File: src/rtl/cwt_pkg.sv
package cwt_pkg;

  typedef enum logic [2:0] {
    ST_IDLE,
    ST_SETUP,
    ST_HIGH,
    ST_GAP,
    ST_STRB,
    ST_LOCK
  } cwt_state_e;

  function automatic int cwt_max(input int a, input int b);
    return (a > b) ? a : b;
  endfunction

endpackage

File: src/rtl/cwt_pack.sv
module cwt_pack #(
  parameter int CAP_W   = 2,
  parameter int AUX_W   = 2,
  parameter int DIV_W   = 3,
  parameter int VDW_W   = 9,
  parameter int RDW_W   = 7,
  parameter int MIN_VDW = 4,
  localparam int WORD_W = CAP_W + 1 + AUX_W + DIV_W + VDW_W + RDW_W
) (
  input  logic [CAP_W-1:0]  cap_sel,
  input  logic              duty_sel,
  input  logic [AUX_W-1:0]  aux_sel,
  input  logic [DIV_W-1:0]  div_sel,
  input  logic [VDW_W-1:0]  vco_div,
  input  logic [RDW_W-1:0]  ref_div,
  output logic [WORD_W-1:0] word,
  output logic              word_ok
);

  // Transmission order is fixed by the receiver: trim code leads, reference divider trails.
  always_comb begin
    word    = {cap_sel, duty_sel, aux_sel, div_sel, vco_div, ref_div};
    word_ok = (vco_div >= VDW_W'(MIN_VDW));
  end

endmodule

File: src/rtl/cwt_timer.sv
module cwt_timer #(
  parameter int CW = 4
) (
  input  logic          clk,
  input  logic          rst,
  input  logic          load,
  input  logic [CW-1:0] val,
  output logic          zero
);

  logic [CW-1:0] cnt;

  always_ff @(posedge clk) begin
    if (rst)              cnt <= '0;
    else if (load)        cnt <= val;
    else if (cnt != '0)   cnt <= cnt - 1'b1;
  end

  assign zero = (cnt == '0);

endmodule

File: src/rtl/cwt_seq.sv
module cwt_seq
  import cwt_pkg::*;
#(
  parameter int WORD_W    = 24,
  parameter int SETUP_CYC = 3,
  parameter int HOLD_CYC  = 3,
  parameter int WAIT_CYC  = 3,
  parameter int STRB_CYC  = 10,
  parameter int LOCK_CYC  = 20,
  parameter int CW        = 5,
  localparam int NW       = $clog2(WORD_W)
) (
  input  logic              clk,
  input  logic              rst,
  input  logic              start,
  input  logic [WORD_W-1:0] word,
  input  logic              word_ok,
  input  logic              tm_zero,
  output logic              tm_load,
  output logic [CW-1:0]     tm_val,
  output logic              busy,
  output logic              done,
  output logic              err,
  output logic              ser_clk,
  output logic              ser_dat,
  output logic              ser_stb
);

  localparam logic [CW-1:0] LD_SETUP = CW'(SETUP_CYC - 1);
  localparam logic [CW-1:0] LD_HOLD  = CW'(HOLD_CYC - 1);
  localparam logic [CW-1:0] LD_WAIT  = CW'(WAIT_CYC - 1);
  localparam logic [CW-1:0] LD_STRB  = CW'(STRB_CYC - 1);
  localparam logic [CW-1:0] LD_LOCK  = CW'((LOCK_CYC > 0) ? LOCK_CYC - 1 : 0);
  localparam logic [NW-1:0] LAST_IDX = NW'(WORD_W - 1);
  localparam bit            HAS_LOCK = (LOCK_CYC > 0);

  cwt_state_e        st;
  logic [WORD_W-1:0] sr;
  logic [NW-1:0]     nleft;

  always_comb begin
    tm_load = 1'b0;
    tm_val  = '0;
    unique case (st)
      ST_IDLE:  if (start && word_ok) begin tm_load = 1'b1; tm_val = LD_SETUP; end
      ST_SETUP: if (tm_zero) begin tm_load = 1'b1; tm_val = LD_HOLD; end
      ST_HIGH:  if (tm_zero) begin
                  tm_load = 1'b1;
                  tm_val  = (nleft == '0) ? LD_WAIT : LD_SETUP;
                end
      ST_GAP:   if (tm_zero) begin tm_load = 1'b1; tm_val = LD_STRB; end
      ST_STRB:  if (tm_zero && HAS_LOCK) begin tm_load = 1'b1; tm_val = LD_LOCK; end
      default:  ;
    endcase
  end

  always_ff @(posedge clk) begin
    if (rst) begin
      st      <= ST_IDLE;
      sr      <= '0;
      nleft   <= '0;
      busy    <= 1'b0;
      done    <= 1'b0;
      err     <= 1'b0;
      ser_clk <= 1'b0;
      ser_dat <= 1'b0;
      ser_stb <= 1'b0;
    end else begin
      done <= 1'b0;
      err  <= 1'b0;
      unique case (st)
        ST_IDLE: if (start) begin
          if (word_ok) begin
            busy    <= 1'b1;
            ser_dat <= word[WORD_W-1];
            sr      <= word << 1;
            nleft   <= LAST_IDX;
            st      <= ST_SETUP;
          end else begin
            err <= 1'b1;
          end
        end
        ST_SETUP: if (tm_zero) begin
          ser_clk <= 1'b1;
          st      <= ST_HIGH;
        end
        ST_HIGH: if (tm_zero) begin
          ser_clk <= 1'b0;
          if (nleft == '0) begin
            ser_dat <= 1'b0;
            st      <= ST_GAP;
          end else begin
            ser_dat <= sr[WORD_W-1];
            sr      <= sr << 1;
            nleft   <= nleft - 1'b1;
            st      <= ST_SETUP;
          end
        end
        ST_GAP: if (tm_zero) begin
          ser_stb <= 1'b1;
          st      <= ST_STRB;
        end
        ST_STRB: if (tm_zero) begin
          ser_stb <= 1'b0;
          if (HAS_LOCK) begin
            st <= ST_LOCK;
          end else begin
            busy <= 1'b0;
            done <= 1'b1;
            st   <= ST_IDLE;
          end
        end
        ST_LOCK: if (tm_zero) begin
          busy <= 1'b0;
          done <= 1'b1;
          st   <= ST_IDLE;
        end
        default: st <= ST_IDLE;
      endcase
    end
  end

endmodule

File: src/rtl/cfg_word_tx.sv
module cfg_word_tx
  import cwt_pkg::*;
#(
  parameter int CAP_W     = 2,
  parameter int AUX_W     = 2,
  parameter int DIV_W     = 3,
  parameter int VDW_W     = 9,
  parameter int RDW_W     = 7,
  parameter int MIN_VDW   = 4,
  parameter int SETUP_CYC = 3,
  parameter int HOLD_CYC  = 3,
  parameter int WAIT_CYC  = 3,
  parameter int STRB_CYC  = 10,
  parameter int LOCK_CYC  = 20,
  localparam int WORD_W   = CAP_W + 1 + AUX_W + DIV_W + VDW_W + RDW_W,
  localparam int MAXC     = cwt_max(cwt_max(cwt_max(SETUP_CYC, HOLD_CYC),
                                            cwt_max(WAIT_CYC, STRB_CYC)), LOCK_CYC),
  localparam int CW       = $clog2(MAXC + 1)
) (
  input  logic             clk,
  input  logic             rst,
  input  logic             start,
  input  logic [CAP_W-1:0] cap_sel,
  input  logic             duty_sel,
  input  logic [AUX_W-1:0] aux_sel,
  input  logic [DIV_W-1:0] div_sel,
  input  logic [VDW_W-1:0] vco_div,
  input  logic [RDW_W-1:0] ref_div,
  output logic             busy,
  output logic             done,
  output logic             err,
  output logic             ser_clk,
  output logic             ser_dat,
  output logic             ser_stb
);

  logic [WORD_W-1:0] word;
  logic              word_ok;
  logic              tm_load;
  logic [CW-1:0]     tm_val;
  logic              tm_zero;

  cwt_pack #(
    .CAP_W(CAP_W), .AUX_W(AUX_W), .DIV_W(DIV_W),
    .VDW_W(VDW_W), .RDW_W(RDW_W), .MIN_VDW(MIN_VDW)
  ) u_pack (
    .cap_sel(cap_sel), .duty_sel(duty_sel), .aux_sel(aux_sel),
    .div_sel(div_sel), .vco_div(vco_div), .ref_div(ref_div),
    .word(word), .word_ok(word_ok)
  );

  cwt_timer #(.CW(CW)) u_timer (
    .clk(clk), .rst(rst), .load(tm_load), .val(tm_val), .zero(tm_zero)
  );

  cwt_seq #(
    .WORD_W(WORD_W), .SETUP_CYC(SETUP_CYC), .HOLD_CYC(HOLD_CYC),
    .WAIT_CYC(WAIT_CYC), .STRB_CYC(STRB_CYC), .LOCK_CYC(LOCK_CYC), .CW(CW)
  ) u_seq (
    .clk(clk), .rst(rst), .start(start), .word(word), .word_ok(word_ok),
    .tm_zero(tm_zero), .tm_load(tm_load), .tm_val(tm_val),
    .busy(busy), .done(done), .err(err),
    .ser_clk(ser_clk), .ser_dat(ser_dat), .ser_stb(ser_stb)
  );

endmodule

File: config.mk
export PLATFORM = sky130hd
export DESIGN_NAME = cfg_word_tx
export DESIGN_NICKNAME = d
export VERILOG_FILES = /design/src/rtl/cwt_pkg.sv /design/src/rtl/cwt_pack.sv /design/src/rtl/cwt_timer.sv /design/src/rtl/cwt_seq.sv /design/src/rtl/cfg_word_tx.sv
export SDC_FILE = /design/constraint.sdc
export NUM_CORES = 1
export LEC_CHECK = 0
export ABC_AREA = 1
export BUFFER_PORTS_ARGS = -buffer_cell sky130_fd_sc_hd__buf_2
export CORE_AREA = 2 2 69 71
export DETAILED_ROUTE_END_ITERATION = 8
export DIE_AREA = 0 0 71 73
export PLACE_DENSITY = 0.69
export SLEW_MARGIN = 20
export SYNTH_ARGS = -nofsm -noshare
export SYNTH_HDL_FRONTEND = slang
export SYNTH_SLANG_ARGS = --single-unit
File: constraint.sdc
create_clock -name clk -period 2.35 [get_ports clk]
set_clock_uncertainty 0.15 [all_clocks]
set_input_delay 0.47 -clock clk [delete_from_list [all_inputs] [get_ports clk]]
set_output_delay 0.47 -clock clk [all_outputs]
set_load 0.02 [all_outputs]
==> impl_metrics.env, run 1 <==
export IMPL_yosys_area_top_type="dfxtp_1"
export IMPL_stdcell_area_mm2=0.00253
export IMPL_powerDensity_mw_per_mm2=1550
export IMPL_synth_cells=361
export IMPL_synthArstFlopShare=0
export IMPL_holdBufCountCts=0
export IMPL_tightestPinTransition_ps=386
export IMPL_min_delay_worst_endpoint="u_seq.ser_clk$_SDFFE_PP0P_"
export IMPL_hp_class="register to register"
export IMPL_vias_per_cell=4.82
export IMPL_vias=2148
export IMPL_max_vdd_ir_drop_mv=0.684
export IMPL_outcome="finished clean"
export IMPL_yosys_area_share_simple=0.394
export IMPL_grt_max_degree=37
export IMPL_p_leak_nw=1.30
export IMPL_ctsResizeCount=0
export IMPL_synth_cell_types=23
export IMPL_dieWidth_um=71
export IMPL_ys_seq_area_frac=0.376
export IMPL_drt_iter0_markers=155
export IMPL_arrival_ps=1970
export IMPL_end_kind="register"
export IMPL_ff_latch_area_um2=841
export IMPL_finalHoldViolations=0
export IMPL_regToRegSetupSlack_ps=420
export IMPL_dp_slack_ps=445
export IMPL_gr_total_overflow=0
export IMPL_ys_warn_count=0
export IMPL_wl_per_cell_um=10.5
export IMPL_drv_slew=0
export IMPL_drtPass1Iterations=5
export IMPL_fillCellCount=437
export IMPL_synth_common_cells="nand2_1 (113), nor2_1 (71), dfxtp_1 (42)"
export IMPL_post_cts_setup_buffer_count=0
export IMPL_h_tree_depth=2
export IMPL_cp_required_ps=2390
export IMPL_fmax_ghz=0.518
export IMPL_clockRootBuffer="clkbuf_8"
export IMPL_grt_use_total=0.192
export IMPL_synth_top_area_frac=0.376
export IMPL_ys_seq_elements=42
export IMPL_synth_xor_area_share=0.00784
export IMPL_synth_edf_count=0
export IMPL_min_path_cells=2
export IMPL_rows=25
export IMPL_synth_area_mm2=0.00223
export IMPL_fin_tns_setup_ps=0
export IMPL_multiInputGateArea_mm2=0.00115
export IMPL_port_buffers=32
export IMPL_grt_pass1_wl_um=8030
export IMPL_antenna_cells=0
export IMPL_cp_startpoint="u_seq.st[0]$_SDFFE_PP0P_"
export IMPL_layout_min_cycle_time_ps=1930
export IMPL_io_pins=33
export IMPL_clock_latency_ps=290
export IMPL_yosysMostFrequentCell="nand2_1"
export IMPL_reg2reg_depth=9
export IMPL_area_growth_syn_to_layout_pct=13.4
export IMPL_clock_sinks=42
export IMPL_max_slew_margin=0.740
export IMPL_rr_startpoint="u_seq.st[0]$_SDFFE_PP0P_"
export IMPL_cp_start_kind="register"
export IMPL_grt_pass1_vias=1894
export IMPL_coreArea_mm2=0.00454
export IMPL_synth_top_family_by_area="simple AND/OR/NAND/NOR gates"
export IMPL_wirelength_um=4670
export IMPL_die_y_um=73
export IMPL_remaining_drc_errors=0
export IMPL_min_period_over_period=0.821
export IMPL_rsz0062_at_grt="no"
export IMPL_dieArea_mm2=0.00518
export IMPL_max_cap_violations=0
export IMPL_r2r_end="u_seq.sr[13]$_SDFFE_PP0P_"
export IMPL_crit_fanout=36
export IMPL_path_class="register to register"
export IMPL_setup_ws_ps=420
export IMPL_synth_compound_area_share=0.0952
export IMPL_cts_tree="yes"
export IMPL_antenna_found_initial=0
export IMPL_synthAdderAreaFrac=0.0168
export IMPL_syn_area_per_cell_um2=6.19
export IMPL_globalplace_congestion=0.910
export IMPL_total_power_mw=3.92
export IMPL_ys_top_cells_by_area="dfxtp_1 (38%), nand2_1 (19%), nor2_1 (12%)"
export IMPL_drtAntennaViolNets=0
export IMPL_cts_clk_slew_worst_paths_ps=80
export IMPL_muxShareOfSynthArea=0
export IMPL_setup_viol=0
export IMPL_numCtsBuffers=5
export IMPL_synth_ff_type="dfxtp_1"
export IMPL_synth_fp_nets=391
export IMPL_clk_path_buf_depth=2
export IMPL_initial_core_util=0.492
export IMPL_hp_start="u_seq.ser_clk$_SDFFE_PP0P_"
export IMPL_drive_gt1_frac=0.140
export IMPL_nNetsFinal=421
export IMPL_dpl_hpwl_um=3310
export IMPL_placed_area_mm2=0.00243
-- sequential cells by signal (all words and copies together) (netlist names) --
| register | flops |
|---|---|
| u_seq.ser_stb | 1 |
| u_seq.ser_clk | 1 |
| u_timer.cnt | 5 |
| u_seq.st | 3 |
| u_seq.ser_dat | 1 |
| u_seq.busy | 1 |
| u_seq.done | 1 |
| u_seq.sr | 23 |
| u_seq.nleft | 5 |
| u_seq.err | 1 |
-- worst max-delay path: stages, from the launching register on --
cell and delay (ps):
dfxtp_1 400, inv_1 120, nand3_2 280, nor2_1 290
inv_2 100, nand3_2 110, buf_12 190, nand2_1 70
nand2_1 60, nor2_1 40
-- how the worst max path moves through the flow --
stage | end | slack [ps] | depth (start not counted)
after global placement | u_seq.nleft[0]$_SDFFE_PP0P_ | 410 | 10
after CTS | u_seq.sr[13]$_SDFFE_PP0P_ | 420 | 9
final | u_seq.sr[13]$_SDFFE_PP0P_ | 420 | 9
after floorplan | u_seq.sr[21]$_SDFFE_PP0P_ | 610 | 13
after detailed placement | u_seq.nleft[0]$_SDFFE_PP0P_ | 440 | 10
after global routing | u_seq.sr[4]$_SDFFE_PP0P_ | 220 | 13
-- power breakdown --
group          switching, mW  total [mW]  internal (mW)  leakage [nW]
Clock                  0.240       0.558          0.318        0.0524
Sequential             0.140        1.16           1.02         0.347
Combinational           1.43        2.20          0.770         0.905
Total                   1.81        3.92           2.11          1.30
-- cell type report --
type / count / share of cell area
clock buffers: 7 / 0.0301
clock inverters: 1 / 0.0119
inverters: 45 / 0.0667
multi-input cells: 261 / 0.453
flip-flops and latches: 42 / 0.332
well taps: 54 / 0.0267
repair buffers: 36 / 0.0800
-- cell usage in the layout, fill, tap and decap left out, drive strengths merged, types with 3 or more instances in the layout --
master / n
inv: 43
nor2: 73
a21oi: 12
o21ai: 27
nand2: 118
clkbuf: 7
ha: 3
nand3: 14
buf: 36
dfxtp: 42
nand4: 7
-- routing by layer --
layer  track usage  vias to the layer above  wire length, µm  part of all wire
met2         0.341                       49             2240              0.48
met1         0.229                      924             2130              0.46
met3        0.0373                        7              238             0.051
li1              -                     1168                -                 -
met5             0                        -                0                 0
met4        0.0734                        0               60             0.013
-- kinds of logic (layout without fill, tap and decap cells) --
logic type               after synthesis  count (layout)
adder cells (fa/ha/maj)                3               3
buffers and inverters                 58              89
flip-flops                            42              42
AND/OR/NAND/NOR                      215             215
AO/OA/AOI/OAI                         41              41
XOR/XNOR                               2               2
-- per-stage QoR --
step / std cells / hold WS [ps] / utilization
2_1_floorplan: 361 / 289 / -
3_3_place_gp: 438 / 299 / 0.535
3_5_place_dp: 438 / 304 / 0.535
4_1_cts: 446 / 318 / 0.559
5_1_grt: 446 / 345 / 0.559
6_report: 446 / 312 / 0.559
No activity file was read; power rests on OpenSTA's default activity.
==> inputs of run 2 (changes only) <==
==> constraint.sdc (replaced) <==
create_clock -name clk -period 1.8 [get_ports clk]
set_clock_uncertainty 0.15 [all_clocks]
set_input_delay 0.36 -clock clk [delete_from_list [all_inputs] [get_ports clk]]
set_output_delay 0.36 -clock clk [all_outputs]
set_load 0.02 [all_outputs]
==> impl_metrics.env, run 2 (synthesis gave the netlist of run 1 again) <==
export IMPL_outcome="finished clean"
export IMPL_powerDensity_mw_per_mm2=2190
export IMPL_cts_clk_slew_worst_paths_ps=90
export IMPL_wirelength_um=5400
export IMPL_rr_startpoint="u_timer.cnt[1]$_SDFFE_PP0P_"
export IMPL_r2r_end="u_seq.sr[10]$_SDFFE_PP0P_"
export IMPL_cts_tree="yes"
export IMPL_h_tree_depth=2
export IMPL_dieArea_mm2=0.00518
export IMPL_rows=25
export IMPL_vias=2302
export IMPL_antenna_found_initial=0
export IMPL_reg_top3="u_seq.sr: 23 flops, u_seq.nleft: 5 flops, u_timer.cnt: 5 flops"
export IMPL_grt_pass1_wl_um=8600
export IMPL_min_delay_worst_endpoint="u_seq.sr[1]$_SDFFE_PP0P_"
export IMPL_whs_ps=176
export IMPL_dieWidth_um=71
export IMPL_final_common_cell="nand2_1"
export IMPL_antenna_cells=0
export IMPL_end_kind="register"
export IMPL_drt_iter0_markers=152
export IMPL_top_layer="met4"
export IMPL_max_cap_violations=0
export IMPL_drtAntennaViolNets=0
export IMPL_path_class="register to register"
export IMPL_die_y_um=73
export IMPL_reg2reg_depth=12
export IMPL_remaining_drc_errors=0
export IMPL_min_period_over_period=0.991
export IMPL_post_route_util=0.632
export IMPL_min_path_cells=3
export IMPL_cp_start_kind="register"
export IMPL_largest_reg_flops=23
export IMPL_tightestPinTransition_ps=328
export IMPL_numCtsBuffers=5
export IMPL_layout_min_cycle_time_ps=1780
export IMPL_setup_viol=0
export IMPL_io_pins=33
export IMPL_hp_class="input port to register"
export IMPL_initial_core_util=0.492
export IMPL_clock_latency_ps=300
export IMPL_drt_met1_wl_um=2460
export IMPL_max_vdd_ir_drop_mv=1.13
export IMPL_coreArea_mm2=0.00454
export IMPL_drv_slew=0
export IMPL_gr_total_overflow=0
export IMPL_clockRootBuffer="clkbuf_8"
export IMPL_wl_met2_um=2600
export IMPL_clk_path_buf_depth=2
export IMPL_fillCellCount=425
export IMPL_drtPass1Iterations=4
export IMPL_final_cell_mix="nand2_1 (99), nor2_1 (66), dfxtp_1 (40)"
export IMPL_drive_gt1_frac=0.264
export IMPL_grt_pass1_vias=2104
export IMPL_arrival_ps=1830
export IMPL_cp_required_ps=1850
export IMPL_globalplace_congestion=0.945
export IMPL_grt_use_total=0.208
export IMPL_wl_met3_um=261
export IMPL_clock_sinks=42
export IMPL_hp_start="ref_div[0]"
export IMPL_wl_per_cell_um=11.5
export IMPL_rsz0062_at_grt="yes"
export IMPL_crit_fanout=6
export IMPL_max_slew_margin=0.779
export IMPL_fmax_ghz=0.561
export IMPL_regToRegSetupSlack_ps=20
export IMPL_regMostFlops="u_seq.sr"
export IMPL_area_growth_syn_to_layout_pct=28.4
export IMPL_multiInputGateArea_mm2=0.00124
export IMPL_grt_max_degree=29
export IMPL_p_leak_nw=1.46
export IMPL_nNetsFinal=445
export IMPL_port_buffers=32
export IMPL_holdBufCountCts=0
export IMPL_dpl_hpwl_um=3420
export IMPL_ff_latch_area_um2=843
export IMPL_finalHoldViolations=0
export IMPL_vias_per_cell=4.90
[run 2: where the power goes]
| group | switching (mW) | total, mW | internal (mW) |
|---|---|---|---|
| combinational | 2.28 | 4.04 | 1.75 |
| clock | 0.340 | 0.728 | 0.388 |
| sequential | 0.185 | 1.52 | 1.34 |
| total | 2.81 | 6.29 | 3.48 |
[run 2: worst max path at each step]
stage	start	end	slack, ps	cells after the start
2_1_floorplan	u_timer.cnt[0]$_SDFFE_PP0P_	u_seq.sr[21]$_SDFFE_PP0P_	60	13
3_3_place_gp	vco_div[6]	u_seq.st[0]$_SDFFE_PP0P_	-6	9
3_5_place_dp	vco_div[6]	u_seq.st[0]$_SDFFE_PP0P_	-8	9
4_1_cts	u_timer.cnt[1]$_SDFFE_PP0P_	u_seq.sr[16]$_SDFFE_PP0P_	9	12
5_1_grt	u_timer.cnt[1]$_SDFFE_PP0P_	u_seq.sr[23]$_SDFFE_PP0P_	-100	13
6_report	u_timer.cnt[1]$_SDFFE_PP0P_	u_seq.sr[10]$_SDFFE_PP0P_	20	12
[run 2: critical path, stage by stage, from the launching register on]
cell	delay, ps
dfxtp_2	330
inv_2	70
ha_4	130
inv_2	30
nor2_2	110
nand2_2	80
nand2_2	80
nand2_2	70
inv_2	80
nand3_4	150
clkbuf_16	210
nor2_1	120
nor2_2	60
[run 2: metal layers]
layer / up-vias / track usage
li1: 1219 / -
met1: 1021 / 0.247
met2: 54 / 0.362
met3: 8 / 0.0497
met4: 0 / 0.0860
met5: - / 0
[run 2: layout make-up]
| type | instances | share of cell area |
|---|---|---|
| Multi-Input combinational cell | 261 | 0.431 |
| Tap cell | 54 | 0.0236 |
| Timing Repair Buffer | 60 | 0.154 |
| Inverter | 45 | 0.0589 |
| Sequential cell | 42 | 0.294 |
| Clock buffer | 8 | 0.0384 |
[run 2: timing repair]
action,CTS,global route
endpoints found under the setup margin,5,24
gates cloned,1,2
buffers inserted,3,3
hold endpoints to repair,0,0
pin swaps,1,7
resized for setup,2,33
[run 2: stage by stage]
stage	total power, mW	setup TNS [ps]	instances	worst slack, ps	cell area (µm²)
after floorplan	3.91	0	361	55.6	2230
after global placement	4.59	-5.82	453	-5.82	2540
after detailed placement	4.64	-8.15	453	-8.15	2540
after CTS	5.71	0	465	9.05	2720
after global routing	6.88	-1260	470	-97.8	2870
final	6.29	0	470	16.5	2870
==> inputs of run 3 (changes only) <==
--- a/config.mk
+++ b/config.mk
@@ -6,11 +6,12 @@
 export NUM_CORES = 1
 export LEC_CHECK = 0
 export ABC_AREA = 1
-export BUFFER_PORTS_ARGS = -buffer_cell sky130_fd_sc_hd__buf_2
+export ABC_CLOCK_PERIOD_IN_PS = 1800
 export CORE_AREA = 2 2 69 71
 export DETAILED_ROUTE_END_ITERATION = 8
 export DIE_AREA = 0 0 71 73
-export PLACE_DENSITY = 0.69
+export DONT_BUFFER_PORTS = 1
+export PLACE_DENSITY = 0.63
 export SLEW_MARGIN = 20
 export SYNTH_ARGS = -nofsm -noshare
 export SYNTH_HDL_FRONTEND = slang
==> impl_metrics.env, run 3 (synthesis gave the netlist of run 1 again) <==
export IMPL_regMostFlops="u_seq.sr"
export IMPL_path_class="register to register"
export IMPL_setup_viol=0
export IMPL_whs_ps=69.2
export IMPL_globalplace_congestion=0.847
export IMPL_endpoint="u_seq.nleft[0]$_SDFFE_PP0P_"
export IMPL_vias_per_cell=5.06
export IMPL_dieWidth_um=71
export IMPL_numCtsBuffers=5
export IMPL_clock_sinks=42
export IMPL_gr_total_overflow=0
export IMPL_antenna_cells=0
export IMPL_dieArea_mm2=0.00518
export IMPL_dpl_hpwl_um=3260
export IMPL_r2r_end="u_seq.nleft[0]$_SDFFE_PP0P_"
export IMPL_io_pins=33
export IMPL_cp_required_ps=1820
export IMPL_p_int_mw=3.43
export IMPL_drtAntennaViolNets=0
export IMPL_arrival_ps=1800
export IMPL_area_growth_syn_to_layout_pct=20.6
export IMPL_fillCellCount=427
export IMPL_clockRootBuffer="clkbuf_8"
export IMPL_comb_power_share=0.649
export IMPL_grt_pass1_vias=1882
export IMPL_slowest_stage="dfxtp_1"
export IMPL_p_leak_nw=1.30
export IMPL_grt_max_degree=48
export IMPL_vias=2192
export IMPL_initial_core_util=0.492
export IMPL_fmax_ghz=0.563
export IMPL_path_cells="inv_1 -> ha_4 -> nand3_1 -> nor2_2 -> inv_2 -> nand3_4 -> clkbuf_16 -> nand2_1 -> nand2_1 -> nor2_1"
export IMPL_port_buffers=0
export IMPL_nNetsFinal=408
export IMPL_grt_pass1_wl_um=8040
export IMPL_drtPass1Iterations=4
export IMPL_crit_top_cell="nand2_1"
export IMPL_cp_startpoint="u_seq.nleft[1]$_SDFFE_PP0P_"
export IMPL_wl_per_cell_um=11.7
export IMPL_end_kind="register"
export IMPL_reg2reg_depth=10
export IMPL_antenna_found_initial=0
export IMPL_regToRegSetupSlack_ps=20
export IMPL_h_tree_depth=2
export IMPL_clock_latency_ps=300
export IMPL_switchingPower_mw=2.79
export IMPL_hp_class="input port to register"
export IMPL_die_y_um=73
export IMPL_wirelength_um=5050
export IMPL_max_cap_violations=0
export IMPL_final_common_cell="nand2_1"
export IMPL_max_vdd_ir_drop_mv=1.00
export IMPL_drt_iter0_markers=114
export IMPL_clk_path_buf_depth=2
export IMPL_max_stage_delay_ps=320
export IMPL_rsz0062_at_grt="yes"
export IMPL_power_share_switching=0.449
export IMPL_seq_power_share=0.249
export IMPL_finalHoldViolations=0
export IMPL_powerDensity_mw_per_mm2=2310
export IMPL_reg_top3="u_seq.sr: 23 flops, u_seq.nleft: 5 flops, u_timer.cnt: 5 flops"
export IMPL_cts_tree="yes"
export IMPL_coreArea_mm2=0.00454
export IMPL_max_slew_margin=0.640
export IMPL_p_clk_frac=0.102
export IMPL_rr_startpoint="u_seq.nleft[1]$_SDFFE_PP0P_"
export IMPL_min_period_over_period=0.987
export IMPL_final_cell_mix="nand2_1 (101), nor2_1 (64), dfxtp_1 (40)"
export IMPL_rows=25
export IMPL_layout_min_cycle_time_ps=1780
export IMPL_cp_start_kind="register"
export IMPL_grt_use_total=0.190
export IMPL_crit_fanout=6
export IMPL_largest_reg_flops=23
export IMPL_cts_clk_slew_worst_paths_ps=80
export IMPL_drive_gt1_frac=0.185
export IMPL_tightestPinTransition_ps=538
export IMPL_outcome="finished clean"
export IMPL_total_power_mw=6.23
export IMPL_drv_slew=0
export IMPL_remaining_drc_errors=0
-- run 3: cell count changes in the layout (fill, tap and decap cells not counted), sizes merged --
cell / before / now
buf: 58 / 19
clkinv: 1 / 2
clkinvlp: 0 / 1
dlygate4sd3: 0 / 1
inv: 44 / 43
-- run 3: critical path: cells and delay by family, from the launching register on --
| kind | cells | cell delay, ps |
|---|---|---|
| adders and majority gates | 1 | 170 |
| buffers and inverters | 3 | 410 |
| DFF | 1 | 320 |
| and+or+nand+nor | 6 | 590 |
-- run 3: area by class of cell --
cell class	count	area (µm²)	area share
multi-input cells	261	1250	0.463
flip-flops and latches	42	843	0.313
repair buffers	23	269	0.0999
inverters	45	175	0.0650
clock buffers	7	86.3	0.0320
well taps	54	67.6	0.0251
clock inverters	1	5.00	0.00186
-- run 3: worst min-delay path by stage --
stage / depth (start not counted) / start / end
finish: 2 / start / u_seq.err$_SDFF_PP0_
global route: 2 / start / u_seq.err$_SDFF_PP0_
CTS: 2 / start / u_seq.err$_SDFF_PP0_
detailed placement: 1 / rst / u_seq.ser_stb$_SDFFE_PP0P_
global placement: 1 / rst / u_timer.cnt[1]$_SDFFE_PP0P_
floorplan: 1 / rst / u_timer.cnt[1]$_SDFFE_PP0P_
-- run 3: metrics by stage --
step	setup slack, ps	utilization	instances	area [µm²]	TNS (ps)
floorplan	55.6	-	361	2230	0
global placement	78.5	0.513	414	2330	0
detailed placement	62.8	0.513	414	2330	0
CTS	38.2	0.535	423	2430	0
global route	-109	0.594	433	2690	-2470
finish	22.7	0.594	433	2690	0
-- run 3: per-layer routing --
layer | vias to the layer above | global-route usage | wire length (µm)
li1 | 1152 | - | -
met1 | 988 | 0.239 | 2310
met2 | 40 | 0.325 | 2480
met3 | 12 | 0.0359 | 175
met4 | 0 | 0.0713 | 83
met5 | - | 0 | 0
-- run 3: timing repair --
action / in CTS / in global routing
endpoints found under the hold margin: 13 / 0
hold buffers: 1 / 0
buffers inserted: 0 / 6
gates resized for setup: 0 / 41
setup endpoints to repair: 0 / 34
-- run 3: power by group through the flow --
stage	Sequential [mW]	Clock, mW	Combinational, mW
3_3_place_gp	1.55	0	2.90
3_5_place_dp	1.56	0	2.90
6_report	1.55	0.634	4.04
4_1_cts	1.54	0.648	2.93
2_1_floorplan	1.53	0	2.38
5_1_grt	1.59	0.679	4.58
